**config.mk**
```make
export PLATFORM = sky130hd
export DESIGN_NAME = conv_seq_ctrl
export DESIGN_NICKNAME = d
export VERILOG_FILES = /design/src/rtl/conv_pkg.sv /design/src/rtl/conv_gap_timer.sv /design/src/rtl/conv_fsm.sv /design/src/rtl/conv_results.sv /design/src/rtl/conv_seq_ctrl.sv
export SDC_FILE = /design/constraint.sdc
export NUM_CORES = 1
export LEC_CHECK = 0
export CAP_MARGIN = 20
export CORE_MARGIN = 2
export CORE_UTILIZATION = 45
export DETAILED_ROUTE_END_ITERATION = 10
export PLACE_DENSITY = 0.73
export SYNTH_ARGS = -nofsm -noshare
export SYNTH_HDL_FRONTEND = slang
export SYNTH_SLANG_ARGS = --single-unit
```
**constraint.sdc**
```tcl
create_clock -name clk -period 3.9 [get_ports clk]
set_clock_uncertainty 0.15 [all_clocks]
set_input_delay 0.78 -clock clk [delete_from_list [all_inputs] [get_ports clk]]
set_output_delay 0.78 -clock clk [all_outputs]
set_load 0.005 [all_outputs]
```
**src/rtl/conv_pkg.sv**
```systemverilog
package conv_pkg;
    typedef enum logic [1:0] {
        ST_IDLE    = 2'd0,
        ST_GAP     = 2'd1,
        ST_LAUNCH  = 2'd2,
        ST_CONVERT = 2'd3
    } seq_state_t;

    typedef enum logic {
        CH_LOCAL  = 1'b0,
        CH_REMOTE = 1'b1
    } chan_t;
endpackage

```
**src/rtl/conv_gap_timer.sv**
```systemverilog
module conv_gap_timer #(
    parameter int IVL_W = 16
) (
    input  logic             clk,
    input  logic             rst_n,
    input  logic             run,
    input  logic [IVL_W-1:0] interval,
    output logic             expire
);
    localparam int CNT_W = IVL_W + 1;

    logic [CNT_W-1:0] cnt_q;
    logic [CNT_W-1:0] cnt_inc;

    assign cnt_inc = cnt_q + 1'b1;
    assign expire  = run && (cnt_inc >= {1'b0, interval});

    always_ff @(posedge clk or negedge rst_n) begin
        if (!rst_n) begin
            cnt_q <= '0;
        end else if (!run || expire) begin
            cnt_q <= '0;
        end else begin
            cnt_q <= cnt_inc;
        end
    end


    gap_restart_chk: assert property (@(posedge clk) disable iff (!rst_n)
        (run && !$past(run)) |-> (cnt_q == '0));
endmodule

```
**src/rtl/conv_fsm.sv**
```systemverilog
module conv_fsm
    import conv_pkg::*;
(
    input  logic  clk,
    input  logic  rst_n,
    input  logic  stby_n,
    input  logic  sw_stby,
    input  logic  oneshot_req,
    input  logic  adc_done,
    input  logic  gap_expire,
    output logic  gap_run,
    output logic  adc_start,
    output logic  adc_stop,
    output chan_t chan,
    output logic  wr_en
);
    seq_state_t state_q, state_d;
    chan_t      chan_q, chan_d;
    logic       os_q, os_d;
    logic       hw_stby;
    logic       abort;
    logic       busy;

    assign hw_stby = !stby_n;
    assign abort   = hw_stby || (sw_stby && !os_q);
    assign busy    = (state_q == ST_LAUNCH) || (state_q == ST_CONVERT);

    always_comb begin
        state_d = state_q;
        chan_d  = chan_q;
        os_d    = os_q;
        unique case (state_q)
            ST_IDLE: begin
                if (!hw_stby) begin
                    if (!sw_stby) begin
                        state_d = ST_LAUNCH;
                        chan_d  = CH_LOCAL;
                        os_d    = 1'b0;
                    end else if (oneshot_req) begin
                        state_d = ST_LAUNCH;
                        chan_d  = CH_LOCAL;
                        os_d    = 1'b1;
                    end
                end
            end
            ST_GAP: begin
                if (hw_stby || sw_stby) begin
                    state_d = ST_IDLE;
                end else if (gap_expire) begin
                    state_d = ST_LAUNCH;
                end
            end
            ST_LAUNCH: begin
                if (abort) begin
                    state_d = ST_IDLE;
                    os_d    = 1'b0;
                end else begin
                    state_d = ST_CONVERT;
                end
            end
            ST_CONVERT: begin
                if (abort) begin
                    state_d = ST_IDLE;
                    os_d    = 1'b0;
                end else if (adc_done) begin
                    if (os_q) begin
                        if (chan_q == CH_LOCAL) begin
                            chan_d  = CH_REMOTE;
                            state_d = ST_LAUNCH;
                        end else begin
                            state_d = ST_IDLE;
                            os_d    = 1'b0;
                        end
                    end else begin
                        chan_d  = (chan_q == CH_LOCAL) ? CH_REMOTE : CH_LOCAL;
                        state_d = ST_GAP;
                    end
                end
            end
            default: state_d = ST_IDLE;
        endcase
    end

    always_ff @(posedge clk or negedge rst_n) begin
        if (!rst_n) begin
            state_q <= ST_IDLE;
            chan_q  <= CH_LOCAL;
            os_q    <= 1'b0;
        end else begin
            state_q <= state_d;
            chan_q  <= chan_d;
            os_q    <= os_d;
        end
    end

    always_comb begin
        adc_start = (state_q == ST_LAUNCH) && !abort;
        adc_stop  = busy && abort;
        wr_en     = (state_q == ST_CONVERT) && adc_done && !abort;
        gap_run   = (state_q == ST_GAP);
        chan      = chan_q;
    end


    start_pulse_chk: assert property (@(posedge clk) disable iff (!rst_n)
        adc_start |=> !adc_start);


    stop_ends_conv_chk: assert property (@(posedge clk) disable iff (!rst_n)
        adc_stop |=> (state_q == ST_IDLE));
endmodule

```
**src/rtl/conv_results.sv**
```systemverilog
module conv_results
    import conv_pkg::*;
#(
    parameter int               RES_W      = 8,
    parameter logic [RES_W-1:0] SHORT_CODE = 8'h80
) (
    input  logic             clk,
    input  logic             rst_n,
    input  logic             wr_en,
    input  chan_t            chan,
    input  logic [RES_W-1:0] result,
    input  logic             launch,
    input  logic             open_fault,
    output logic [RES_W-1:0] local_val,
    output logic [RES_W-1:0] remote_val,
    output logic             fault_open,
    output logic             remote_short
);
    always_ff @(posedge clk or negedge rst_n) begin
        if (!rst_n) begin
            local_val    <= '0;
            remote_val   <= '0;
            remote_short <= 1'b0;
        end else if (wr_en) begin
            if (chan == CH_LOCAL) begin
                local_val <= result;
            end else begin
                remote_val   <= result;
                remote_short <= (result == SHORT_CODE);
            end
        end
    end

    always_ff @(posedge clk or negedge rst_n) begin
        if (!rst_n) begin
            fault_open <= 1'b0;
        end else if (launch) begin
            fault_open <= open_fault;
        end
    end


    short_local_chk: assert property (@(posedge clk) disable iff (!rst_n)
        (wr_en && chan == CH_LOCAL) |=> $stable(remote_short));
endmodule

```
**src/rtl/conv_seq_ctrl.sv**
```systemverilog
module conv_seq_ctrl
    import conv_pkg::*;
#(
    parameter int               IVL_W      = 16,
    parameter int               RES_W      = 8,
    parameter logic [RES_W-1:0] SHORT_CODE = 8'h80
) (
    input  logic             clk,
    input  logic             rst_n,
    input  logic             stby_n,
    input  logic             sw_stby,
    input  logic             oneshot_req,
    input  logic [IVL_W-1:0] interval,
    input  logic             open_fault,
    output logic             adc_start,
    output logic             adc_stop,
    output logic             adc_chan,
    input  logic             adc_done,
    input  logic [RES_W-1:0] adc_result,
    output logic [RES_W-1:0] local_val,
    output logic [RES_W-1:0] remote_val,
    output logic             fault_open,
    output logic             remote_short
);
    logic  gap_run;
    logic  gap_expire;
    logic  wr_en;
    chan_t chan;

    conv_gap_timer #(.IVL_W(IVL_W)) u_timer (
        .clk      (clk),
        .rst_n    (rst_n),
        .run      (gap_run),
        .interval (interval),
        .expire   (gap_expire)
    );

    conv_fsm u_fsm (
        .clk         (clk),
        .rst_n       (rst_n),
        .stby_n      (stby_n),
        .sw_stby     (sw_stby),
        .oneshot_req (oneshot_req),
        .adc_done    (adc_done),
        .gap_expire  (gap_expire),
        .gap_run     (gap_run),
        .adc_start   (adc_start),
        .adc_stop    (adc_stop),
        .chan        (chan),
        .wr_en       (wr_en)
    );

    conv_results #(.RES_W(RES_W), .SHORT_CODE(SHORT_CODE)) u_res (
        .clk          (clk),
        .rst_n        (rst_n),
        .wr_en        (wr_en),
        .chan         (chan),
        .result       (adc_result),
        .launch       (adc_start),
        .open_fault   (open_fault),
        .local_val    (local_val),
        .remote_val   (remote_val),
        .fault_open   (fault_open),
        .remote_short (remote_short)
    );

    assign adc_chan = chan;


    write_needs_done_chk: assert property (@(posedge clk) disable iff (!rst_n)
        (!$stable(local_val) || !$stable(remote_val)) |-> ($past(adc_done) && $past(stby_n)));


    hw_stby_no_start_chk: assert property (@(posedge clk) disable iff (!rst_n)
        $past(!stby_n) |-> !adc_start);


    fault_sample_chk: assert property (@(posedge clk) disable iff (!rst_n)
        adc_start |=> (fault_open == $past(open_fault)));


    short_track_chk: assert property (@(posedge clk) disable iff (!rst_n)
        !$stable(remote_val) |-> (remote_short == (remote_val == SHORT_CODE)));
endmodule

```
==> results.toml, run 1 <==
[status]
status = "finished clean"

[critical_path]
crit_fanout = 17
worstPathRequired_ns = 3.94
r2r_setup_slack_ns = 0.63
start_kind = "flop"
crit_slowest_cell = "dfrtp_1"
path_class = "flop to flop"
crit_top_cell = "ha_1"
reg2regPathDepth = 11
end_kind = "flop"
crit_chain = "ha_1, and3_1, nand3_1, nor2_1, xor2_1, ha_1, a21o_1, a2111oi_2, a21boi_2, nand3_4, o41ai_2"
r2r-start = "u_timer.cnt_q[0]"
cp.arrival_ns = 3.32
rr_endpoint = "u_fsm.state_q[0]"
cpPeakStageDelay_ns = 0.43

[clocking]
clk_latency_ns = 0.29
postCtsSetupBuffers = 0
cts_root_buf = "clkbuf_8"
holdBufCountCts = 0
h-tree-depth = 2
tritoncts = "done"
cts.path.max_buffers = 2
clkSinkCount = 39
cts_buffers = 5
path_clk_slew_ns = 0.08
post_cts_resize_count = 0

[logic_synthesis]
synth_top_area_share_pct = 41.9
async_flop_share_pct = 100
netlist_top_cells_area = "dfrtp_1, ha_1, mux2_4"
netlist_area_um2 = 2330
ys_seq_area_share_pct = 41.9
synth_ff_type = "dfrtp_1"
netlist.top_cell.by_area = "dfrtp_1"
ys_seq_elements = 39
synth_commonest_cells = "dfrtp_1, inv_1, ha_1"
yosys_warnings = 0
synth_edf_count = 0
synth.most_common_cell = "dfrtp_1"
synth.distinct_cells = 48
syn_area_per_cell_um2 = 11.2
syn_nets = 255
synth_cells = 207

[timing]
fmax_ghz = 0.306
drv_slew = 0
setup_viol = 0
fin_crit_sh_pct = 83.9
slew_headroom_pct = 42.7
tns_ns = 0
worst_pin_slew_ns = 0.859
min_period_ns = 3.27
final_hold_viol_count = 0
rsz0062_at_grt = "no"

[min_path]
whs_endpoint = "u_res.remote_short"
hold_path.class = "flop to flop"
whs_path_depth = 2
min-delay-start = "u_res.remote_short"

[pwr]
seq_power_share_pct = 47.4
combPwrFrac_pct = 16.2
switchingPower_mw = 0.224
ir_worst_vdd_mv = 0.205
internal-power_mw = 0.720
clkPwrFrac_pct = 36.4
powerDensity_nw_per_um2 = 313
leakage_nw = 1.41
switching_share_pct = 23.7

[floorplanning]
die_area_um2 = 5760
die_x_um = 75.9
num_io_pins = 52
fp-row-count = 26
start_util_pct = 46.2
dieHeight_um = 75.9
core_um2 = 5040

[job]
drv_cap = 0

[placement]
placed_cell_area_um2 = 2900
place_inst = 326
globalplace.congestion = 0.793
numPortBuffers = 51
detailed_place_hpwl_um = 3490

[detailed_routing]
wl_per_cell_um = 13.2
firstDrtPassIters = 4
drt_iter0_drc = 70
wl_um = 4420
vias = 1693
vias_per_cell = 5.07
ant_nets = 0
drc = 0

[grt]
grt_pass1_vias = 1724
overflow = 0
track_usage_pct = 16.7
antenna_found_initial = 0
grt_max_degree = 40
grt_pass1_wl_um = 7910

[finish]
utilization_pct = 59.8
num-fill-cells = 433
stdcell_area_um2 = 3010
drive_gt1_share_pct = 18.2
layout.cells.non_filler = 334
layout.nets = 311
diodes = 0
areaGrowthSynthToFinish_pct = 29.5
[per-layer routing]
metal / track usage (%) / share of wire, % / up-vias / wire, um
met2: 27.1 / 48 / 31 / 2140
met4: 5.27 / 1.4 / 0 / 61
met3: 3.81 / 2.9 / 6 / 126
li1: - / - / 850 / -
met5: 0 / 0 / - / 0
met1: 22.1 / 47 / 806 / 2100
[area by class of cell]
class	instances	area [um2]	share of cell area, %
Multi-Input combinational cell	145	1250	41.3
Tap cell	70	87.6	2.91
Sequential cell	39	976	32.4
Inverter	20	75.1	2.49
Timing Repair Buffer	52	513	17.0
Clock inverter	3	47.5	1.58
Clock buffer	5	68.8	2.28
[power by group through the flow]
| stage | Clock (mW) | Sequential [mW] | Combinational [mW] |
|---|---|---|---|
| 2_1_floorplan | 0 | 0.456 | 0.0569 |
| 3_3_place_gp | 0 | 0.455 | 0.153 |
| 3_5_place_dp | 0 | 0.456 | 0.156 |
| 4_1_cts | 0.354 | 0.448 | 0.156 |
| 5_1_grt | 0.377 | 0.452 | 0.169 |
| 6_report | 0.343 | 0.448 | 0.153 |
[worst max path at each step]
stage                     startpoint               end  slack (ns)  cells after the start
floorplan           u_timer.cnt_q[0]  u_fsm.state_q[1]        0.97                     11
global placement             sw_stby         adc_start        0.69                      5
detailed placement  u_timer.cnt_q[0]  u_fsm.state_q[0]        0.61                     11
CTS                 u_timer.cnt_q[0]  u_fsm.state_q[0]        0.58                     11
global route        u_timer.cnt_q[0]  u_fsm.state_q[0]        0.31                     11
finish              u_timer.cnt_q[0]  u_fsm.state_q[0]        0.63                     11
[per-stage QoR]
stage	setup slack [ns]	total power, mW	hold WS [ns]
after floorplan	0.969	0.513	0.323
after global placement	0.686	0.608	0.332
after detailed placement	0.612	0.612	0.330
after CTS	0.584	0.958	0.350
after global routing	0.314	0.997	0.391
final	0.627	0.944	0.342
[logic make-up (layout without fill, tap and decap cells)]
| group | Yosys count | in the layout | share of synthesized area, % |
|---|---|---|---|
| simple gates | 67 | 67 | 19.9 |
| flops | 39 | 39 | 41.9 |
| compound gates | 29 | 29 | 9.52 |
| buf+inv | 23 | 80 | 4.52 |
| fa+ha+maj | 17 | 17 | 9.14 |
| mux | 17 | 17 | 9.52 |
| xor+xnor | 14 | 14 | 5.27 |
| other cells | 1 | 1 | 0.161 |
[placed cells by master, fill, tap and decap left out, drive strengths merged]
| cell type | n |
|---|---|
| nor3b | 15 |
| or3b | 1 |
| o311ai | 1 |
| nand2b | 2 |
| and4 | 3 |
| a21boi | 2 |
| xor2 | 5 |
| conb | 1 |
| o41ai | 1 |
| nand3 | 7 |
| nand4 | 2 |
| o21ai | 6 |
| a21oi | 8 |
| nor4b | 1 |
| clkdlybuf4s50 | 50 |
| o211ai | 1 |
| nor2b | 1 |
| dfrtp | 39 |
| a211oi | 1 |
| a31oi | 2 |
| ha | 17 |
| a21o | 1 |
| and3 | 7 |
| clkbuf | 5 |
| mux2 | 17 |
| nor2 | 6 |
| nand2 | 16 |
| a41oi | 1 |
| a2111oi | 1 |
| a221oi | 1 |
| buf | 2 |
| clkinv | 1 |
| nor3 | 3 |
| inv | 21 |
| bufinv | 1 |
| or3 | 2 |
| a31o | 2 |
| a311o | 1 |
| xnor2 | 9 |
| nor4 | 1 |
[sequential cells by signal (all words and copies together) (netlist names)]
signal              cells
u_res.remote_val        8
u_fsm.state_q           2
u_res.remote_short      1
u_fsm.chan              1
u_res.local_val         8
u_fsm.os_q              1
u_res.fault_open        1
u_timer.cnt_q          17
[worst max-delay path, delay by kind of cell (launching register included)]
family / cells / cell delay, ns
DFF: 1 / 0.43
adders and majority gates: 2 / 0.47
xor gates and xnor gates: 1 / 0.19
and+or+nand+nor: 4 / 0.80
AOI/OAI and AO/OA: 4 / 1.13
Power figures use the tool's default switching activity.
==> run 2: changes to the inputs <==
clock period = 3.1 ns   (was 3.9 ns; I/O delays follow)
==> run 2 against run 1 <==
Critical path depth unchanged. Fmax grew 11%. Setup slack got worse by 0.46 ns. Clock power increased by 23%. Flip-flop and latch count is the same. Routed wire length up 7.3%. Die area is the same. Sequential power is 26% higher. Critical path type unchanged. Sequential share of layout area down 1.1 points. Via count up 2.5%.
==> results.toml, run 2 (synthesis results as in run 1) <==
[critical_path]
crit_slowest_cell = "dfrtp_1"
path_class = "flop to flop"
cp.arrival_ns = 2.96
end_kind = "flop"
cp_num_buf_inv = 1
start_kind = "flop"
critical_path.top_delay_family = "simple AND/OR/NAND/NOR gates"
r2r-start = "u_timer.cnt_q[0]"
crit_chain = "buf_4, and4_1, and3_4, and3_1, xor2_1, ha_1, a21o_1, a2111oi_2, a21boi_4, a31oi_1, or3b_1"
cpPeakStageDelay_ns = 0.39
worstPathRequired_ns = 3.13
startpoint = "u_timer.cnt_q[0]"
crit_fanout = 4

[detailed_routing]
drt_iter0_drc = 43
wl_um = 4740
ant_nets = 0
vias = 1735
firstDrtPassIters = 4
wl_per_cell_um = 14.0
drc = 0
vias_per_cell = 5.12

[floorplanning]
die_area_um2 = 5760
start_util_pct = 46.2
core_um2 = 5040
num_io_pins = 52
fp-row-count = 26
die_x_um = 75.9
dieHeight_um = 75.9

[finish]
final_common_cell = "clkdlybuf4s50_1"
largest-register = "u_timer.cnt_q"
drive_gt1_share_pct = 23.4
areaGrowthSynthToFinish_pct = 33.9
final_cell_mix = "clkdlybuf4s50_1, dfrtp_1, inv_1"
largest_register_ffs = 17
layout.nets = 316
diodes = 0
utilization_pct = 61.8
num-fill-cells = 417
reg.largest.list = "u_timer.cnt_q: 17 flops, u_res.local_val: 8 flops, u_res.remote_val: 8 flops"

[clocking]
cts_buffers = 5
clk_latency_ns = 0.29
h-tree-depth = 2
cts_root_buf = "clkbuf_8"
holdBufCountCts = 0
path_clk_slew_ns = 0.08
tritoncts = "done"
clkSinkCount = 39
cts.path.max_buffers = 2

[grt]
grt_pass1_wl_um = 8200
overflow = 0
track_usage_pct = 17.4
grt_max_degree = 40
grt_pass1_vias = 1821
antenna_found_initial = 0

[timing]
worst_pin_slew_ns = 0.861
setup_viol = 0
min_period_ns = 2.94
slew_headroom_pct = 42.6
final_hold_viol_count = 0
tns_ns = 0
rsz0062_at_grt = "no"
fmax_ghz = 0.340
fin_crit_sh_pct = 94.8
drv_slew = 0

[pwr]
ir_worst_vdd_mv = 0.253
powerDensity_nw_per_um2 = 380
power_mw = 1.19
leakage_nw = 1.43

[placement]
detailed_place_hpwl_um = 3600
globalplace.congestion = 0.791
numPortBuffers = 51

[job]
drv_cap = 0

[min_path]
hold_path.class = "input pin to asynchronous set/reset pin"

[status]
status = "finished clean"
==> run 2: cell count changes in the layout (fill, tap and decap cells not counted), moves of 2 or more <==
| cell | previous run | this run |
|---|---|---|
| and3_1 | 7 | 4 |
| and3_4 | 0 | 2 |
| buf_4 | 1 | 5 |
| nor3b_1 | 6 | 2 |
| nor3b_2 | 9 | 13 |
==> run 2: layout make-up <==
cell class,instances,area (um2),area share [%]
Timing Repair Buffer,57,563,18.1
Tap cell,70,87.6,2.81
Clock buffer,5,68.8,2.21
Multi-Input combinational cell,145,1300,41.8
Inverter,20,75.1,2.41
Clock inverter,3,43.8,1.41
Sequential cell,39,976,31.3
==> run 2: final timing paths <==
kind / end / slack (ns) / cells after the start
max reg2reg: u_fsm.state_q[1] / 0.16 / 11
min: u_timer.cnt_q[9] / 0.28 / 1
max: u_fsm.state_q[1] / 0.16 / 11
max in group asynchronous: u_timer.cnt_q[4] / 1.98 / 1
min reg2reg: u_res.remote_short / 0.35 / 2
min in group clk: u_res.remote_short / 0.35 / 2
==> run 2: what timing repair did <==
action                                  CTS  global route
endpoints found under the setup margin    1            18
setup buffers                             0             1
gates resized for setup                   1            12
pin swaps                                 0             4
==> run 2: worst reg2reg max path: stages, from the launching register on <==
cell and delay [ns]:
dfrtp_1 0.39, buf_4 0.16, and4_1 0.23, and3_4 0.20
and3_1 0.18, xor2_1 0.16, ha_1 0.19, a21o_1 0.16
a2111oi_2 0.29, a21boi_4 0.26, a31oi_1 0.09, or3b_1 0.37
==> run 2: report_power, final <==
part / switching [mW] / internal [mW]
Combinational: 0.0726 / 0.126
Sequential: 0.0234 / 0.540
Clock: 0.184 / 0.240
==> run 2: routing by layer <==
metal | track usage [%] | part of all wire (%)
met4 | 5.82 | 1.4
met1 | 20.5 | 44
met2 | 31.4 | 51
met5 | 0 | 0
met3 | 3.93 | 4.1
==> run 2: per-stage QoR <==
| step | hold slack, ns | setup WS [ns] | cell area (um2) | cells |
|---|---|---|---|---|
| floorplan | 0.174 | 0.169 | 2330 | 207 |
| CTS | 0.312 | 0.0194 | 3060 | 338 |
| detailed placement | 0.345 | 0.0126 | 2940 | 330 |
| global placement | 0.315 | 0.126 | 2940 | 330 |
| global route | 0.359 | 0.00434 | 3120 | 339 |
| finish | 0.280 | 0.162 | 3120 | 339 |
